### config.mk
export PLATFORM = sky130hd
export DESIGN_NAME = atm_hec_unit
export DESIGN_NICKNAME = d
export VERILOG_FILES = /design/src/rtl/atm_hec_unit.sv
export SDC_FILE = /design/constraint.sdc
export NUM_CORES = 1
export LEC_CHECK = 0
export BUFFER_PORTS_ARGS = -buffer_cell sky130_fd_sc_hd__buf_4
export CAP_MARGIN = 10
export CORE_ASPECT_RATIO = 1.4
export CORE_UTILIZATION = 56
export DETAILED_ROUTE_END_ITERATION = 10
export GPL_TIMING_DRIVEN = 0
export HOLD_SLACK_MARGIN = 0.1
export PLACE_DENSITY = 0.8
export SYNTH_ARGS = -nofsm -noshare
export SYNTH_HDL_FRONTEND = slang
export SYNTH_SLANG_ARGS = --single-unit
### constraint.sdc
create_clock -name clk -period 0.97 [get_ports clk]
set_input_delay 0.194 -clock clk [delete_from_list [all_inputs] [get_ports clk]]
set_output_delay 0.194 -clock clk [all_outputs]
set_load 0.005 [all_outputs]
### src/rtl/atm_hec_unit.sv
module atm_hec_unit #(
  parameter int HDR_W = 40,
  parameter int CRC_W = 8,
  parameter logic [CRC_W-1:0] POLY  = 8'h07,
  parameter logic [CRC_W-1:0] COSET = 8'h55
) (
  input  logic             clk,
  input  logic             rst_n,
  input  logic             in_valid,
  input  logic             op_check,
  input  logic             fix_en,
  input  logic [HDR_W-1:0] hdr_in,
  output logic             out_valid,
  output logic [HDR_W-1:0] hdr_out,
  output logic             hec_ok,
  output logic             hec_fixed,
  output logic             hec_bad
);

  localparam int DATA_W = HDR_W - CRC_W;

  function automatic logic [CRC_W-1:0] crc_of(input logic [DATA_W-1:0] d);
    logic [CRC_W-1:0] c;
    logic fb;
    c = '0;
    for (int i = DATA_W - 1; i >= 0; i--) begin
      fb = c[CRC_W-1] ^ d[i];
      c  = {c[CRC_W-2:0], 1'b0} ^ (fb ? POLY : '0);
    end
    return c;
  endfunction

  function automatic logic [CRC_W-1:0] err_syn(input int pos);
    logic [HDR_W-1:0] e;
    e = '0;
    e[pos] = 1'b1;
    return crc_of(e[HDR_W-1:CRC_W]) ^ e[CRC_W-1:0];
  endfunction

  logic [CRC_W-1:0] crc;
  logic [CRC_W-1:0] syn;
  logic [HDR_W-1:0] hit;
  logic             syn_nz;
  logic             can_fix;

  assign crc     = crc_of(hdr_in[HDR_W-1:CRC_W]);
  assign syn     = crc ^ hdr_in[CRC_W-1:0] ^ COSET;
  assign syn_nz  = |syn;
  assign can_fix = fix_en && syn_nz && (|hit);

  for (genvar p = 0; p < HDR_W; p++) begin : g_pat
    localparam logic [CRC_W-1:0] SP = err_syn(p);
    assign hit[p] = (syn == SP);
  end

  always_ff @(posedge clk or negedge rst_n) begin
    if (!rst_n) begin
      out_valid <= 1'b0;
      hdr_out   <= '0;
      hec_ok    <= 1'b0;
      hec_fixed <= 1'b0;
      hec_bad   <= 1'b0;
    end else begin
      out_valid <= in_valid;
      if (in_valid) begin
        if (op_check) begin
          hdr_out   <= can_fix ? (hdr_in ^ hit) : hdr_in;
          hec_ok    <= !syn_nz;
          hec_fixed <= can_fix;
          hec_bad   <= syn_nz && !can_fix;
        end else begin
          hdr_out   <= {hdr_in[HDR_W-1:CRC_W], crc ^ COSET};
          hec_ok    <= 1'b0;
          hec_fixed <= 1'b0;
          hec_bad   <= 1'b0;
        end
      end
    end
  end


  valid_delay_chk: assert property (@(posedge clk) disable iff (!rst_n)
    in_valid |=> out_valid);

  idle_hold_chk: assert property (@(posedge clk) disable iff (!rst_n)
    !in_valid |=> (!out_valid && $stable(hdr_out) && $stable(hec_bad)));

  gen_pass_chk: assert property (@(posedge clk) disable iff (!rst_n)
    (in_valid && !op_check) |=> (hdr_out[HDR_W-1:CRC_W] == $past(hdr_in[HDR_W-1:CRC_W])
                                 && !hec_ok && !hec_fixed && !hec_bad));

  one_flip_chk: assert property (@(posedge clk) disable iff (!rst_n)
    (in_valid && op_check) |=> (hec_fixed ? ($countones(hdr_out ^ $past(hdr_in)) == 1)
                                          : (hdr_out == $past(hdr_in))));

  detect_only_chk: assert property (@(posedge clk) disable iff (!rst_n)
    (in_valid && op_check && !fix_en) |=> (!hec_fixed && hdr_out == $past(hdr_in)));

  flag_excl_chk: assert property (@(posedge clk) disable iff (!rst_n)
    out_valid |-> $onehot0({hec_ok, hec_fixed, hec_bad}));

endmodule

==> impl_metrics.yaml, run 1 <==
status:
  status: "did not finish"
  haltStage: "5_1_grt"
  stop_error: "[ERROR GRT-0116] Global routing finished with congestion. Check the congestion regions in the DRC Viewer."
synth:
  yosys-top-cells-area: "dfrtp_1, xnor2_1, xnor3_1"
  synthMuxAreaShare: 0.02832
  synthFlopType: "dfrtp_1"
  synth_top_family_by_area: "XOR/XNOR gates"
  synth-edff-count: 0
  synthCells: 462
  ys_ff_latch: 44
  async_reset_ff_frac: 1.000
  synthesis.nets: 507
  synthDistinctLibCells: 48
  synthXorXnorAreaFrac: 0.3917
  yosysWarnings: 0
  synth_compound_area_frac: 0.1034
  seq_area_frac_synth: 0.2623
  synth_top_area_share: 0.2623
  netlist_area_sq_mm: 0.004198
  synth_top_area_cell: "dfrtp_1"
  syn_area_per_cell_sq_um: 9.086
  synth-simple-area-share: 0.1914
  synth_adder_area_share: 0
clock_tree:
  clock-root-buffer: "clkbuf_8"
  cts_buffer_depth: 2
  cts_sinks: 44
  htreeDepth: 2
  numCtsBuffers: 5
floorplan:
  dieHeight_um: 104.4
  rows: 37
  initial_core_util: 0.5739
  die_x_um: 75.18
  io_pins: 89
place:
  routabilityCongestion: 1.010
  hpwl_um: 11800
  placed_area_sq_mm: 0.005194
  io_buffers: 86
grt:
  grt_overflow_total: 54
  grt_start_max_net_pins: 45
  grt_pass1_wl_um: 43340
  grt_pass1_vias: 6332
  grt_use_total: 0.7668
## per-layer routing
metal,global-route usage,GRT overflow
met4,0.7302,26
met3,0.5862,0
met1,0.7989,0
met2,0.9273,28
met5,0.1333,0
## metrics by stage
step	cells	setup WS, ps	hold slack [ps]	util
after global placement	645	-3511	200.1	0.7101
after detailed placement	645	-3491	208.0	0.7101
after floorplan	462	-2470	-101.6	-
after CTS	730	-2709	181.2	0.9521
## cell families after synthesis
logic type | count (synthesis)
multiplexers | 11
XOR/XNOR | 137
AND/OR/NAND/NOR | 174
buffers and inverters | 24
flip-flops | 44
AO/OA/AOI/OAI | 72
## timing repair
| item | in CTS |
|---|---|
| endpoints found under the hold margin | 45 |
| buffers inserted | 76 |
| endpoints found under the setup margin | 87 |
| hold buffers | 2 |
| pin swaps | 45 |
| resized for setup | 199 |
## synthesized netlist by cell type (3+ instances only)
cell type  count
a21oi_1       46
a31oi_1        4
a41oi_1        3
and2_1         6
and3_1         4
clkbuf_1      17
dfrtp_1       44
inv_1          4
mux2_2         7
mux2i_1        4
nand2_1       40
nand2b_1       4
nand3_1       18
nand4_1        5
nor2_1        64
nor3_1        12
nor4_1         6
o211ai_1       3
or3_1          6
xnor2_1       68
xnor2_2        4
xnor3_1       16
xnor3_2        4
xor2_1        36
==> run 2, diff against run 1 <==
CORE_ASPECT_RATIO = default   (was 1.4)
CORE_UTILIZATION = 40   (was 56)
HOLD_SLACK_MARGIN = default   (was 0.1)
PLACE_DENSITY = default   (was 0.8)
PLACE_DENSITY_LB_ADDON = 0.15   (was default)
==> impl_metrics.yaml, run 2 <==
final_layout:
  multi_input_area_sq_mm: 0.004355
  syn2layout_area_growth_pct: 85.99
  fin_cells: 811
  layout_commonest_cell: "buf_4"
  n_fill_cell: 627
  diodes: 0
  largest_reg_flops: 40
  regMostFlops: "hdr_out"
  drive_gt1_frac: 0.6044
  post-route-util: 0.7631
  final_cell_mix: "buf_4, buf_6, nor2_1"
  final_nets: 719
  seq_area_sq_mm: 0.001101
synth:
  ys_ff_latch: 44
  synthCells: 462
  synth_top_area_cell: "dfrtp_1"
  synth_top_area_share: 0.2623
  synthFlopType: "dfrtp_1"
  syn_area_per_cell_sq_um: 9.086
  async_reset_ff_frac: 1.000
  synthesis.nets: 507
  yosys-top-cells-count: "xnor2_1, nor2_1, a21oi_1"
  netlist_area_sq_mm: 0.004198
  post-synth-top-count-cell: "xnor2_1"
  yosysWarnings: 0
  synth-edff-count: 0
  seq_area_frac_synth: 0.2623
  yosys-top-cells-area: "dfrtp_1, xnor2_1, xnor3_1"
  synthDistinctLibCells: 48
drt:
  drtPass1Iterations: 5
  drtAntennaViolNets: 0
  drc_errors: 0
  routedWlPerCell_um: 21.96
  drt_iter0_drc: 314
  vias: 4530
  wl_um: 17810
  vias_per_cell: 5.586
grt:
  antenna_found_initial: 0
  grt_pass1_wl_um: 24760
  grt_pass1_vias: 4353
  grt_overflow_total: 0
  grt_start_max_net_pins: 45
  grt_use_total: 0.3053
clock_tree:
  clock-root-buffer: "clkbuf_8"
  tritoncts: "yes"
  clk_pin_slew_ps: 100
  cts_sinks: 44
  clkLatencyLatePin_ps: 320
  htreeDepth: 2
  cts_buffer_depth: 2
  numCtsBuffers: 5
setup_path:
  critPathKind: "input pin to flip-flop"
  cp_max_fo: 4
  cp-start-kind: "input pin"
  arrival_ps: 3890
  cp-end-kind: "flip-flop"
  worstPathRequired_ps: 1190
place:
  routabilityCongestion: 0.9188
  dp_cells: 684
  io_buffers: 86
  hpwl_um: 11500
  place_ws_ps: -3573
timing:
  worst_slew_pin_slew_ps: 920.9
  fin_worst_skew_ps: 0
  setup_viol: 87
  fin_crit_sh: 3.789
  fmax_ghz: 0.2721
  rsz0062_at_grt: "yes"
  hold_viol_final: 0
  slew_violations: 0
  setup_ws_ps: -2705
  maxSlewHeadroom: 0.3861
  layout_min_cycle_time_ps: 3675
floorplan:
  initial_core_util: 0.4103
  dieHeight_um: 104.4
  core_area_sq_mm: 0.01023
  dieArea_sq_mm: 0.01091
  io_pins: 89
  die_x_um: 104.4
  rows: 37
job:
  cap_viol_max_count: 0
min_path:
  min_path_type: "input pin to flip-flop"
status:
  status: "finished with violations"
  violations: "setup timing"
==> run 2: cell counts after synthesis <==
Identical to the previous run, type by type.
==> run 2: per-stage QoR <==
step,TNS [ps],hold WS (ps),instance area (sq um)
detailed placement,-122570,223.0,5243
global placement,-122510,212.7,5243
finish,-99410,160.8,7807
global route,-104420,178.3,7807
floorplan,-87610,-101.6,4427
CTS,-99190,180.3,6824
==> run 2: metal layers <==
metal  part of all wire  up-vias  global-route usage
li1                   -     2000                   -
met1               0.41     2272              0.4081
met2               0.50      204              0.5033
met3              0.054       54             0.03509
met4              0.040        0              0.1235
met5                  0        -                   0
==> run 2: cell families (layout without fill, tap and decap cells) <==
| logic type | count (synthesis) | count (layout) | share of synthesized area |
|---|---|---|---|
| buffers and inverters | 24 | 237 | 0.02295 |
| multiplexers | 11 | 11 | 0.02832 |
| flip-flops | 44 | 44 | 0.2623 |
| AO/OA/AOI/OAI | 72 | 72 | 0.1034 |
| XOR/XNOR | 137 | 137 | 0.3917 |
| AND/OR/NAND/NOR | 174 | 174 | 0.1914 |
==> run 2: path summary, 6_finish.rpt <==
kind	from	end	slack [ps]	cells after the start
setup reg to reg	hec_fixed	hec_fixed	30	2
hold / removal	hdr_in[22]	hdr_out[22]	160	3
min in group asynchronous	rst_n	hdr_out[30]	410	2
setup / recovery	hdr_in[39]	hdr_out[0]	-2700	15
hold reg to reg	hdr_out[2]	hdr_out[2]	550	1
max in group asynchronous	rst_n	hec_ok	160	2
==> run 2: final cells by class <==
cell class,instances,area share
Timing Repair Buffer,208,0.2506
Clock inverter,3,0.005929
Multi-Input combinational cell,394,0.5579
Tap cell,136,0.02179
Clock buffer,5,0.008814
Buffer,17,0.01202
Inverter,4,0.001923
Sequential cell,44,0.1410
==> run 2: what timing repair did <==
| action | CTS | global route |
|---|---|---|
| gates cloned | 0 | 0 |
| endpoints found under the hold margin | 45 | 0 |
| buffers inserted | 71 | 53 |
| endpoints found under the setup margin | 87 | 87 |
| gates resized for setup | 174 | 126 |
| hold buffers | 2 | 0 |
| pin swaps | 67 | 86 |
==> run 2: worst max-delay path, cell delays in order <==
cell and delay [ps]:
buf_8 80, xnor3_2 450, buf_6 140, xnor3_1 380, xnor2_2 260, xnor3_2 580
buf_12 190, xor2_4 160, buf_6 150, nor3_4 320, and2_4 260, nand3_2 90
xor2_1 250, a21oi_2 100, mux2_4 270
Power of run 2 is left out: the tool's default activity adds up to more than one toggle a clock period on the data nets, which glitch-free logic cannot reach.
